[config.mk]
export PLATFORM = sky130hd
export DESIGN_NAME = msi_snoop_ctrl
export DESIGN_NICKNAME = d
export VERILOG_FILES = /design/src/rtl/msi_pkg.sv /design/src/rtl/msi_line_store.sv /design/src/rtl/msi_snoop_resp.sv /design/src/rtl/msi_req_fsm.sv /design/src/rtl/msi_snoop_ctrl.sv
export SDC_FILE = /design/constraint.sdc
export NUM_CORES = 1
export LEC_CHECK = 0
export BUFFER_PORTS_ARGS = -buffer_cell sky130_fd_sc_hd__buf_2
export CORE_UTILIZATION = 55
export DETAILED_ROUTE_END_ITERATION = 6
export HOLD_SLACK_MARGIN = 0.06
export PLACE_DENSITY = 0.76
export SETUP_SLACK_MARGIN = 0.4
export SLEW_MARGIN = 0
export SYNTH_ARGS = -nofsm -noshare
export SYNTH_HDL_FRONTEND = slang
export SYNTH_SLANG_ARGS = --single-unit
[constraint.sdc]
create_clock -name clk -period 4.4 [get_ports clk]
set_input_delay 0.66 -clock clk [delete_from_list [all_inputs] [get_ports clk]]
set_output_delay 0.66 -clock clk [all_outputs]
set_load 0.01 [all_outputs]
[src/rtl/msi_pkg.sv]
package msi_pkg;
    typedef enum logic [1:0] {
        LN_I = 2'd0,
        LN_S = 2'd1,
        LN_M = 2'd2
    } line_st_e;

    typedef enum logic [1:0] {
        BOP_NONE = 2'd0,
        BOP_RD   = 2'd1,
        BOP_RDX  = 2'd2,
        BOP_WB   = 2'd3
    } bus_op_e;

    typedef enum logic [2:0] {
        F_IDLE,
        F_EVICT,
        F_FILL,
        F_UPGR,
        F_RESP
    } ctl_st_e;
endpackage

[src/rtl/msi_line_store.sv]
module msi_line_store
    import msi_pkg::*;
#(
    parameter int IDX_W  = 2,
    parameter int TAG_W  = 2,
    parameter int LINE_W = 16,
    localparam int NLINE = 1 << IDX_W
) (
    input  logic              clk,
    input  logic              rst,
    input  logic [IDX_W-1:0]  a_idx,
    output line_st_e          a_st,
    output logic [TAG_W-1:0]  a_tag,
    output logic [LINE_W-1:0] a_line,
    input  logic [IDX_W-1:0]  b_idx,
    output line_st_e          b_st,
    output logic [TAG_W-1:0]  b_tag,
    output logic [LINE_W-1:0] b_line,
    input  logic              loc_we,
    input  line_st_e          loc_st,
    input  logic [TAG_W-1:0]  loc_tag,
    input  logic [LINE_W-1:0] loc_line,
    input  logic              snp_we,
    input  line_st_e          snp_st
);
    line_st_e          st_q   [NLINE];
    logic [TAG_W-1:0]  tag_q  [NLINE];
    logic [LINE_W-1:0] line_q [NLINE];

    assign a_st   = st_q[a_idx];
    assign a_tag  = tag_q[a_idx];
    assign a_line = line_q[a_idx];
    assign b_st   = st_q[b_idx];
    assign b_tag  = tag_q[b_idx];
    assign b_line = line_q[b_idx];

    always_ff @(posedge clk) begin
        if (rst) begin
            for (int i = 0; i < NLINE; i++) st_q[i] <= LN_I;
        end else begin
            if (loc_we) st_q[a_idx] <= loc_st;
            if (snp_we) st_q[b_idx] <= snp_st;
        end
    end

    always_ff @(posedge clk) begin
        if (loc_we) begin
            tag_q[a_idx]  <= loc_tag;
            line_q[a_idx] <= loc_line;
        end
    end


    snp_upd_chk: assert property (@(posedge clk) disable iff (rst)
        snp_we |=> st_q[$past(b_idx)] == $past(snp_st));
endmodule

[src/rtl/msi_snoop_resp.sv]
module msi_snoop_resp
    import msi_pkg::*;
#(
    parameter int TAG_W = 2
) (
    input  logic             snp_valid,
    input  bus_op_e          snp_op,
    input  logic [TAG_W-1:0] snp_tag,
    input  line_st_e         line_st,
    input  logic [TAG_W-1:0] line_tag,
    output logic             st_we,
    output line_st_e         st_nxt,
    output logic             flush
);
    logic match;
    assign match = snp_valid && (line_st != LN_I) && (line_tag == snp_tag);

    always_comb begin
        st_we  = 1'b0;
        st_nxt = line_st;
        flush  = 1'b0;
        if (match) begin
            unique case (line_st)
                LN_M: begin
                    if (snp_op == BOP_RD) begin
                        flush  = 1'b1;
                        st_we  = 1'b1;
                        st_nxt = LN_S;
                    end else if (snp_op == BOP_RDX) begin
                        flush  = 1'b1;
                        st_we  = 1'b1;
                        st_nxt = LN_I;
                    end
                end
                LN_S: begin
                    if (snp_op == BOP_RDX) begin
                        st_we  = 1'b1;
                        st_nxt = LN_I;
                    end
                end
                default: ;
            endcase
        end
    end
endmodule

[src/rtl/msi_req_fsm.sv]
module msi_req_fsm
    import msi_pkg::*;
#(
    parameter int TAG_W  = 2,
    parameter int IDX_W  = 2,
    parameter int WORD_W = 8,
    parameter int WORDS  = 2,
    localparam int OFF_W   = $clog2(WORDS),
    localparam int ADDR_W  = TAG_W + IDX_W + OFF_W,
    localparam int LADDR_W = TAG_W + IDX_W,
    localparam int LINE_W  = WORD_W * WORDS
) (
    input  logic               clk,
    input  logic               rst,
    input  logic               cpu_req,
    input  logic               cpu_we,
    input  logic [ADDR_W-1:0]  cpu_addr,
    input  logic [WORD_W-1:0]  cpu_wdata,
    output logic               cpu_ack,
    output logic [WORD_W-1:0]  cpu_rdata,
    input  line_st_e           line_st,
    input  logic [TAG_W-1:0]   line_tag,
    input  logic [LINE_W-1:0]  line_data,
    input  logic               snp_busy,
    input  logic               snp_touch,
    output logic               bus_req,
    output bus_op_e            bus_op,
    output logic [LADDR_W-1:0] bus_addr,
    output logic [LINE_W-1:0]  bus_wdata,
    input  logic               bus_gnt,
    input  logic [LINE_W-1:0]  bus_rdata,
    output logic               loc_we,
    output line_st_e           loc_st,
    output logic [TAG_W-1:0]   loc_tag,
    output logic [LINE_W-1:0]  loc_line
);
    ctl_st_e             st_q, st_d;
    logic [WORD_W-1:0]   rdata_q, rdata_d;
    logic [OFF_W-1:0]    off;
    logic [IDX_W-1:0]    idx;
    logic [TAG_W-1:0]    tag;
    logic                hit;
    logic [LINE_W-1:0]   mrg_loc, mrg_fill;

    assign off = cpu_addr[OFF_W-1:0];
    assign idx = cpu_addr[OFF_W +: IDX_W];
    assign tag = cpu_addr[ADDR_W-1 -: TAG_W];
    assign hit = (line_st != LN_I) && (line_tag == tag);

    always_comb begin
        mrg_loc  = line_data;
        mrg_fill = bus_rdata;
        mrg_loc[int'(off)*WORD_W +: WORD_W]  = cpu_wdata;
        mrg_fill[int'(off)*WORD_W +: WORD_W] = cpu_wdata;
    end

    always_ff @(posedge clk) begin
        if (rst) begin
            st_q    <= F_IDLE;
            rdata_q <= '0;
        end else begin
            st_q    <= st_d;
            rdata_q <= rdata_d;
        end
    end

    assign cpu_ack   = (st_q == F_RESP);
    assign cpu_rdata = rdata_q;

    always_comb begin
        st_d      = st_q;
        rdata_d   = rdata_q;
        bus_req   = 1'b0;
        bus_op    = BOP_NONE;
        bus_addr  = {tag, idx};
        bus_wdata = line_data;
        loc_we    = 1'b0;
        loc_st    = line_st;
        loc_tag   = tag;
        loc_line  = line_data;
        unique case (st_q)
            F_IDLE: begin
                if (cpu_req && !snp_busy) begin
                    if (hit && (line_st == LN_M || !cpu_we)) begin
                        loc_we   = cpu_we;
                        loc_st   = LN_M;
                        loc_line = mrg_loc;
                        rdata_d  = cpu_we ? cpu_wdata
                                          : line_data[int'(off)*WORD_W +: WORD_W];
                        st_d     = F_RESP;
                    end else if (hit) begin
                        st_d = F_UPGR;
                    end else if (line_st == LN_M) begin
                        st_d = F_EVICT;
                    end else begin
                        st_d = F_FILL;
                    end
                end
            end
            F_EVICT: begin
                bus_req  = 1'b1;
                bus_op   = BOP_WB;
                bus_addr = {line_tag, idx};
                if (snp_touch) begin
                    st_d = F_FILL;
                end else if (bus_gnt && !snp_busy) begin
                    loc_we  = 1'b1;
                    loc_st  = LN_I;
                    loc_tag = line_tag;
                    st_d    = F_FILL;
                end
            end
            F_FILL: begin
                bus_req = 1'b1;
                bus_op  = cpu_we ? BOP_RDX : BOP_RD;
                if (bus_gnt && !snp_busy) begin
                    loc_we   = 1'b1;
                    loc_st   = cpu_we ? LN_M : LN_S;
                    loc_line = cpu_we ? mrg_fill : bus_rdata;
                    rdata_d  = cpu_we ? cpu_wdata
                                      : bus_rdata[int'(off)*WORD_W +: WORD_W];
                    st_d     = F_RESP;
                end
            end
            F_UPGR: begin
                bus_req = 1'b1;
                bus_op  = BOP_RDX;
                if (snp_touch) begin
                    st_d = F_FILL;
                end else if (bus_gnt && !snp_busy) begin
                    loc_we   = 1'b1;
                    loc_st   = LN_M;
                    loc_line = mrg_loc;
                    rdata_d  = cpu_wdata;
                    st_d     = F_RESP;
                end
            end
            F_RESP: st_d = F_IDLE;
            default: st_d = F_IDLE;
        endcase
    end


    req_hold_chk: assert property (@(posedge clk) disable iff (rst)
        (bus_req && !bus_gnt && !snp_busy) |=>
            (bus_req && $stable(bus_op) && $stable(bus_addr)));


    upg_conv_chk: assert property (@(posedge clk) disable iff (rst)
        (st_q == F_UPGR && snp_touch) |=>
            (st_q == F_FILL && bus_req && bus_op == BOP_RDX));


    wb_src_chk: assert property (@(posedge clk) disable iff (rst)
        (bus_req && bus_op == BOP_WB) |-> line_st == LN_M);


    fill_ack_chk: assert property (@(posedge clk) disable iff (rst)
        (st_q == F_FILL && bus_gnt && !snp_busy) |=> cpu_ack);
endmodule

[src/rtl/msi_snoop_ctrl.sv]
module msi_snoop_ctrl
    import msi_pkg::*;
#(
    parameter int TAG_W  = 2,
    parameter int IDX_W  = 2,
    parameter int WORD_W = 8,
    parameter int WORDS  = 2,
    localparam int OFF_W   = $clog2(WORDS),
    localparam int ADDR_W  = TAG_W + IDX_W + OFF_W,
    localparam int LADDR_W = TAG_W + IDX_W,
    localparam int LINE_W  = WORD_W * WORDS
) (
    input  logic               clk,
    input  logic               rst,
    input  logic               cpu_req,
    input  logic               cpu_we,
    input  logic [ADDR_W-1:0]  cpu_addr,
    input  logic [WORD_W-1:0]  cpu_wdata,
    output logic               cpu_ack,
    output logic [WORD_W-1:0]  cpu_rdata,
    output logic               bus_req,
    output logic [1:0]         bus_op,
    output logic [LADDR_W-1:0] bus_addr,
    output logic [LINE_W-1:0]  bus_wdata,
    input  logic               bus_gnt,
    input  logic [LINE_W-1:0]  bus_rdata,
    input  logic               snp_valid,
    input  logic [1:0]         snp_op,
    input  logic [LADDR_W-1:0] snp_addr,
    output logic               flush,
    output logic [LINE_W-1:0]  flush_data
);
    logic [IDX_W-1:0]  cpu_idx, snp_idx;
    logic [TAG_W-1:0]  snp_tag;
    line_st_e          a_st, b_st, loc_st, snp_st;
    logic [TAG_W-1:0]  a_tag, b_tag, loc_tag;
    logic [LINE_W-1:0] a_line, b_line, loc_line;
    logic              loc_we, snp_we, snp_busy, snp_touch;
    bus_op_e           op_int;

    assign cpu_idx   = cpu_addr[OFF_W +: IDX_W];
    assign snp_idx   = snp_addr[IDX_W-1:0];
    assign snp_tag   = snp_addr[LADDR_W-1 -: TAG_W];
    assign snp_busy  = snp_valid && (snp_idx == cpu_idx);
    assign snp_touch = snp_we && (snp_idx == cpu_idx);
    assign bus_op    = op_int;
    assign flush_data = b_line;

    msi_line_store #(.IDX_W(IDX_W), .TAG_W(TAG_W), .LINE_W(LINE_W)) u_store (
        .clk(clk), .rst(rst),
        .a_idx(cpu_idx), .a_st(a_st), .a_tag(a_tag), .a_line(a_line),
        .b_idx(snp_idx), .b_st(b_st), .b_tag(b_tag), .b_line(b_line),
        .loc_we(loc_we), .loc_st(loc_st), .loc_tag(loc_tag), .loc_line(loc_line),
        .snp_we(snp_we), .snp_st(snp_st)
    );

    msi_snoop_resp #(.TAG_W(TAG_W)) u_snoop (
        .snp_valid(snp_valid), .snp_op(bus_op_e'(snp_op)), .snp_tag(snp_tag),
        .line_st(b_st), .line_tag(b_tag),
        .st_we(snp_we), .st_nxt(snp_st), .flush(flush)
    );

    msi_req_fsm #(.TAG_W(TAG_W), .IDX_W(IDX_W), .WORD_W(WORD_W), .WORDS(WORDS)) u_fsm (
        .clk(clk), .rst(rst),
        .cpu_req(cpu_req), .cpu_we(cpu_we), .cpu_addr(cpu_addr), .cpu_wdata(cpu_wdata),
        .cpu_ack(cpu_ack), .cpu_rdata(cpu_rdata),
        .line_st(a_st), .line_tag(a_tag), .line_data(a_line),
        .snp_busy(snp_busy), .snp_touch(snp_touch),
        .bus_req(bus_req), .bus_op(op_int), .bus_addr(bus_addr), .bus_wdata(bus_wdata),
        .bus_gnt(bus_gnt), .bus_rdata(bus_rdata),
        .loc_we(loc_we), .loc_st(loc_st), .loc_tag(loc_tag), .loc_line(loc_line)
    );
endmodule

Word level (Yosys, flattened, before mapping)
Memories as Yosys holds them, arrays and structs flattened.
Index checks and enable logic that the tools add are counted.
{"block": "classes", "addsub": 1, "n_reduce_logical": 21, "mux": 71, "n_eq_ne": 18, "shifts": 4}
{"operator": "2-to-1 mux 16 bit", "n": 6}
{"operator": "2-to-1 mux 8 bit", "n": 7}
{"operator": "one-hot mux 16 bit (3 select lines)", "n": 1}
{"operator": "2-to-1 mux 2 bit", "n": 19}
{"operator": "negator 4 -> 33 bit", "n": 1}
{"operator": "variable shift 8 x 33 -> 16 bit (first input constant)", "n": 1}
{"operator": "indexed part select 8 x 33 -> 16 bit", "n": 1}
{"operator": "bitwise mux 16 bit", "n": 2}
{"operator": "indexed part select 16 x 5 -> 8 bit", "n": 2}
{"operator": "one-hot mux 8 bit (3 select lines)", "n": 1}
{"operator": "2-to-1 mux 1 bit", "n": 21}
{"operator": "2-to-1 mux 3 bit", "n": 7}
{"operator": "one-hot mux 3 bit (4 select lines)", "n": 1}
{"operator": "logical AND 1 bit", "n": 8}
{"operator": "!= test 2 x 1 -> 1 bit (second input constant)", "n": 4}
{"operator": "one-hot mux 2 bit (4 select lines)", "n": 1}
{"operator": "equality test 2 bit", "n": 3}
{"operator": "equality test 2 bit (second input constant)", "n": 3}
{"operator": "equality test 3 x 2 -> 1 bit (second input constant)", "n": 2}
{"operator": "one-hot mux 2 bit (3 select lines)", "n": 1}
{"operator": "AND reduction 6 bit", "n": 1}
{"operator": "OR reduction 2 bit", "n": 3}
{"operator": "equality test 2 x 1 -> 1 bit (second input constant)", "n": 2}
{"operator": "2-to-1 mux 4 bit", "n": 1}
{"operator": "other kinds (14)", "n": 16}
{"block": "word_totals", "output_inout_bits": 49, "memories": 3, "elab_cells": 120, "mem_bits_rw": 80, "regBits": 11}
{"name": "u_store.line_q", "depth": 4, "width": 16, "read_ports": 2, "rd_clocked_by_memory_dff": 0, "wr": 1, "line_no": "msi_line_store.sv:28", "text": "logic [LINE_W-1:0] line_q [NLINE];"}
{"name": "u_store.st_q", "depth": 4, "width": 2, "read_ports": 2, "rd_clocked_by_memory_dff": 0, "wr": 4, "line_no": "msi_line_store.sv:26", "text": "line_st_e st_q [NLINE];"}
{"name": "u_store.tag_q", "depth": 4, "width": 2, "read_ports": 2, "rd_clocked_by_memory_dff": 0, "wr": 1, "line_no": "msi_line_store.sv:27", "text": "logic [TAG_W-1:0] tag_q [NLINE];"}

Logic depth before layout (Yosys ltp)
{"block": "depth", "depth_word": 13, "depth_mapped": 11, "mapped_depth_nobuf": 9}

Hierarchy
From an unflattened synthesis, not the netlist that was laid out.
{"block": "hier_totals", "cells_unflattened": 396, "area_unflattened_um2": 5455.2}
{"module": "msi_line_store", "n_inst": 1, "area_each_um2": 3679.8, "cells_each": 169}
{"module": "msi_req_fsm", "n_inst": 1, "area_each_um2": 1545.2, "cells_each": 196}
{"module": "msi_snoop_resp", "n_inst": 1, "area_each_um2": 197.7, "cells_each": 27}
{"module": "msi_snoop_ctrl", "n_inst": 1, "area_each_um2": 32.5, "cells_each": 4}

Least setup slack after synthesis
OpenSTA, ideal clock, no wires.
{"block": "synth_timing", "path_kind": "input to register", "from": "input port cpu_addr[1]", "to": "memory u_store.st_q[0][0] (netlist bit), enable pin", "path_stages": 7, "path_slack_ns": 0.378, "setup_time_ns": 0.303, "required_time_ns": 4.097, "arrival_time_ns": 3.719, "cell_sequence": "buf_6 > mux4_2 > nand2b_4 > or3_1 > o31a_1 > nor3_1 > a311o_1"}
{"element": "start, declared", "line_no": "msi_snoop_ctrl.sv:17", "text": "input logic [ADDR_W-1:0] cpu_addr,"}
{"element": "end, declared", "line_no": "msi_line_store.sv:26"}

Worst setup path after layout
{"block": "layout_timing", "from": "input port snp_addr[0]", "to": "output port flush"}
{"block": "layout_between", "elab_chain_len": 5, "word_cells_on_any_way": 9, "cone_classes": "eq/ne (2); mux (2); reduce/logical (3); memory (2)"}
{"element": "start, declared", "line_no": "msi_snoop_ctrl.sv:29", "text": "input logic [LADDR_W-1:0] snp_addr,"}
{"element": "memory (4 x 2 bit)"}
{"element": "nonzero test 2 bit", "line_no": "msi_snoop_resp.sv:16", "text": "assign match = snp_valid && (line_st != LN_I) && (line_tag == snp_tag);"}
{"element": "logical AND 1 bit (2 in a row)", "line_no": "msi_snoop_resp.sv:16"}
{"element": "2-to-1 mux 1 bit *", "line_no": "msi_snoop_resp.sv:22", "text": "if (match) begin"}
{"element": "end, declared", "line_no": "msi_snoop_ctrl.sv:30", "text": "output logic flush,"}
Every way passes the cells marked *; elsewhere a longest branch is shown, timed or not.

==> results.toml <==
[floorplanning]
initial_core_util_pct = 56.7
die-height_um = 102
ios = 90
rows = 36
dieArea_um2 = 10400
fp.coreArea_um2 = 9730
die_w_um = 102

[finish]
drive_gt1_share_pct = 33.8
final_area_um2 = 6290
nets = 559
instances_no_fill = 651
fillers = 762
diodes = 0
area_growth_pct = 14.0

[setup_path]
crit_type = "in2out"
required_ps = 3740
arrival_ps = 2670
endpoint_kind = "output port"
crit_start = "snp_addr[0]"
cp-start-kind = "primary input"
rrSetupSlack_ps = 1390
worstPathMaxFanout = 18
regToRegEndpoint = "u_store.line_q[0][8]$_DFFE_PP_"
r2r-start = "u_store.st_q[3][1]$_DFFE_PP_"
crit_end = "flush"
ff2ff_path_depth = 6

[routing]
dr.pass1.iters = 6
wl_um = 14400
drc = 0
first_iter_violations = 429
viasPerCell = 6.54
post_drt_wl_per_cell_um = 22.1
num_vias = 4258
ant_nets = 0

[clock_tree]
clk_pin_slew_ps = 90
cts-resized-gates = 0
cts_max_path_buffers = 2
cts_buffers = 9
clock_latency_ps = 350
cts_root_buf = "clkbuf_8"
tritoncts = "done"
cts_sinks = 91
cts_setup_buffers = 0
htreeDepth = 3
hold_buffers = 0

[hold_path]
holdCritStartpoint = "u_fsm.cpu_rdata[1]$_SDFFE_PP0P_"
hold_path.class = "reg2reg"

[logic_synthesis]
syn_inst = 433
synth_flop_cell = "edfxtp_1"
syn_nets = 479
ys_async_sr_fraction_pct = 0
synth_edf_count = 80
syn-cell-area_um2 = 5520
synth-seq-cells = 91
ys_warn_count = 0
ys_seq_area_share_pct = 47.5
avgSynthCellArea_um2 = 12.7
synth.distinct_cells = 57

[global_route]
grt_max_degree = 31
grt_antenna_before_repair = 0
overflow = 0
grt_pass1_vias = 4011
grt_use_total_pct = 28.9
grt_pass1_wl_um = 21800

[power_and_ir_drop]
p_total_mw = 2.13
power.leakage_nw = 2.45
vdd_drop_max_v = 0.000232
p_per_area_nw_per_um2 = 339

[timing]
fmax_ghz = 0.300
slew_headroom_pct = 43.3
rsz0062_at_grt = "false"
tns_ps = 0
hold_violations = 0
worstMarginPinSlew_ps = 847
hold_slack_ps = 502
finalMaxSlewViolations = 0
skew_ps = 7.19
fin_crit_sh_pct = 75.7
finalSetupViolCount = 0
min_period_ps = 3330

[flow_run]
cap_violations = 0

[placed_design]
dp_cells = 635
place.gp.congestion = 0.891
detailedPlacementHpwl_um = 10300
dpl_cell_area_um2 = 6080
io_buffers = 89

[run_status]
status = "completed"
state kept, by name, indices dropped and copies added (netlist names):
signal / flops
u_store.line_q: 64
u_store.tag_q: 8
u_fsm.cpu_rdata: 8
u_fsm.st_q: 3
u_store.st_q: 8
kinds of logic (layout without fill, tap and decap cells):
logic type / count (synthesis) / in the layout / synth area share (%)
buffers and inverters: 45 / 130 / 3.47
and+or+nand+nor: 110 / 110 / 9.80
xor gates and xnor gates: 5 / 5 / 0.794
muxes: 84 / 84 / 24.6
AOI/OAI and AO/OA: 93 / 93 / 12.7
adders and majority gates: 5 / 5 / 1.13
DFF: 91 / 91 / 47.5
synth_stat cells, drive strengths merged, types with 2 or more instances:
cell	number	area (um^2)
a311o	4	40.0
nor2b	3	18.8
a221o	2	20.0
nor4	3	25.0
nor3	4	25.0
xor2	2	17.5
edfxtp	80	2400
nand3	6	30.0
clkbuf	18	67.6
and2	4	25.0
o21a	2	15.0
inv	13	48.8
mux2	11	124
a21o	13	97.6
nand2b	7	51.3
ha	5	62.6
nand2	46	173
o31a	3	26.3
or4	3	22.5
a222oi	8	80.1
o21ai	9	48.8
mux2i	33	330
nor3b	3	22.5
o211ai	3	22.5
buf	14	75.1
or3	2	12.5
o32ai	2	25.0
o31ai	2	15.0
a211o	4	35.0
o22ai	16	100
mux4	40	901
dfxtp	11	220
a21oi	9	45.0
and3b	2	17.5
nor2	23	86.3
xnor2	3	26.3
a211oi	9	67.6
stage by stage:
step	setup slack [ps]	util [%]
floorplan	881	-
global placement	773	62.5
detailed placement	736	62.5
CTS	1040	64.6
global route	894	64.6
finish	1070	64.6
power breakdown:
part           leakage, nW  switching [mW]  internal (mW)
clock                0.101           0.280          0.315
combinational         1.52           0.302          0.205
sequential           0.823          0.0264           1.00
total                 2.45           0.608           1.52
layout by cell type, fill, tap and decap left out, types with 5 or more instances in the layout:
| master | count |
|---|---|
| buf_2 | 89 |
| edfxtp_1 | 80 |
| nand2_1 | 46 |
| mux4_2 | 40 |
| mux2i_1 | 33 |
| nor2_1 | 23 |
| o22ai_1 | 16 |
| a21o_1 | 13 |
| inv_1 | 12 |
| buf_4 | 12 |
| mux2_2 | 11 |
| dfxtp_1 | 11 |
| a21oi_1 | 9 |
| a211oi_1 | 9 |
| clkbuf_8 | 9 |
| o21ai_0 | 8 |
| a222oi_1 | 8 |
| nand2b_1 | 6 |
| nand3_1 | 6 |
| ha_1 | 5 |
critical path, cell delays in order:
cell and delay, ps:
buf_2 470, mux4_2 640, inv_1 100, ha_1 160, and3b_1 180, mux2i_1 150
and3b_1 190, buf_2 130
area by class of cell:
| cell class | instances | area, um^2 | area share, % |
|---|---|---|---|
| multi-input cells | 297 | 2710 | 43.1 |
| well taps | 133 | 166 | 2.65 |
| flip-flops and latches | 91 | 2620 | 41.7 |
| inverters | 13 | 48.8 | 0.776 |
| clock buffers | 10 | 128 | 2.03 |
| repair buffers | 101 | 536 | 8.51 |
| clock inverters | 6 | 80.1 | 1.27 |
layer usage:
metal / track usage (%) / vias up / wire [um]
met5: 0 / - / 0
met4: 10.0 / 0 / 251
met3: 7.05 / 22 / 1410
met2: 45.2 / 236 / 7000
met1: 39.8 / 2106 / 5760
li1: - / 1894 / -
how the worst min path moves through the flow:
stage / cells after the start / endpoint
after global placement: 2 / u_fsm.cpu_rdata[3]$_SDFFE_PP0P_
after CTS: 2 / u_fsm.cpu_rdata[1]$_SDFFE_PP0P_
final: 2 / u_fsm.cpu_rdata[1]$_SDFFE_PP0P_
after global routing: 2 / u_fsm.cpu_rdata[6]$_SDFFE_PP0P_
after floorplan: 2 / u_fsm.cpu_rdata[0]$_SDFFE_PP0P_
after detailed placement: 2 / u_fsm.cpu_rdata[1]$_SDFFE_PP0P_
Note: power is estimated with default switching activity, not from simulation.
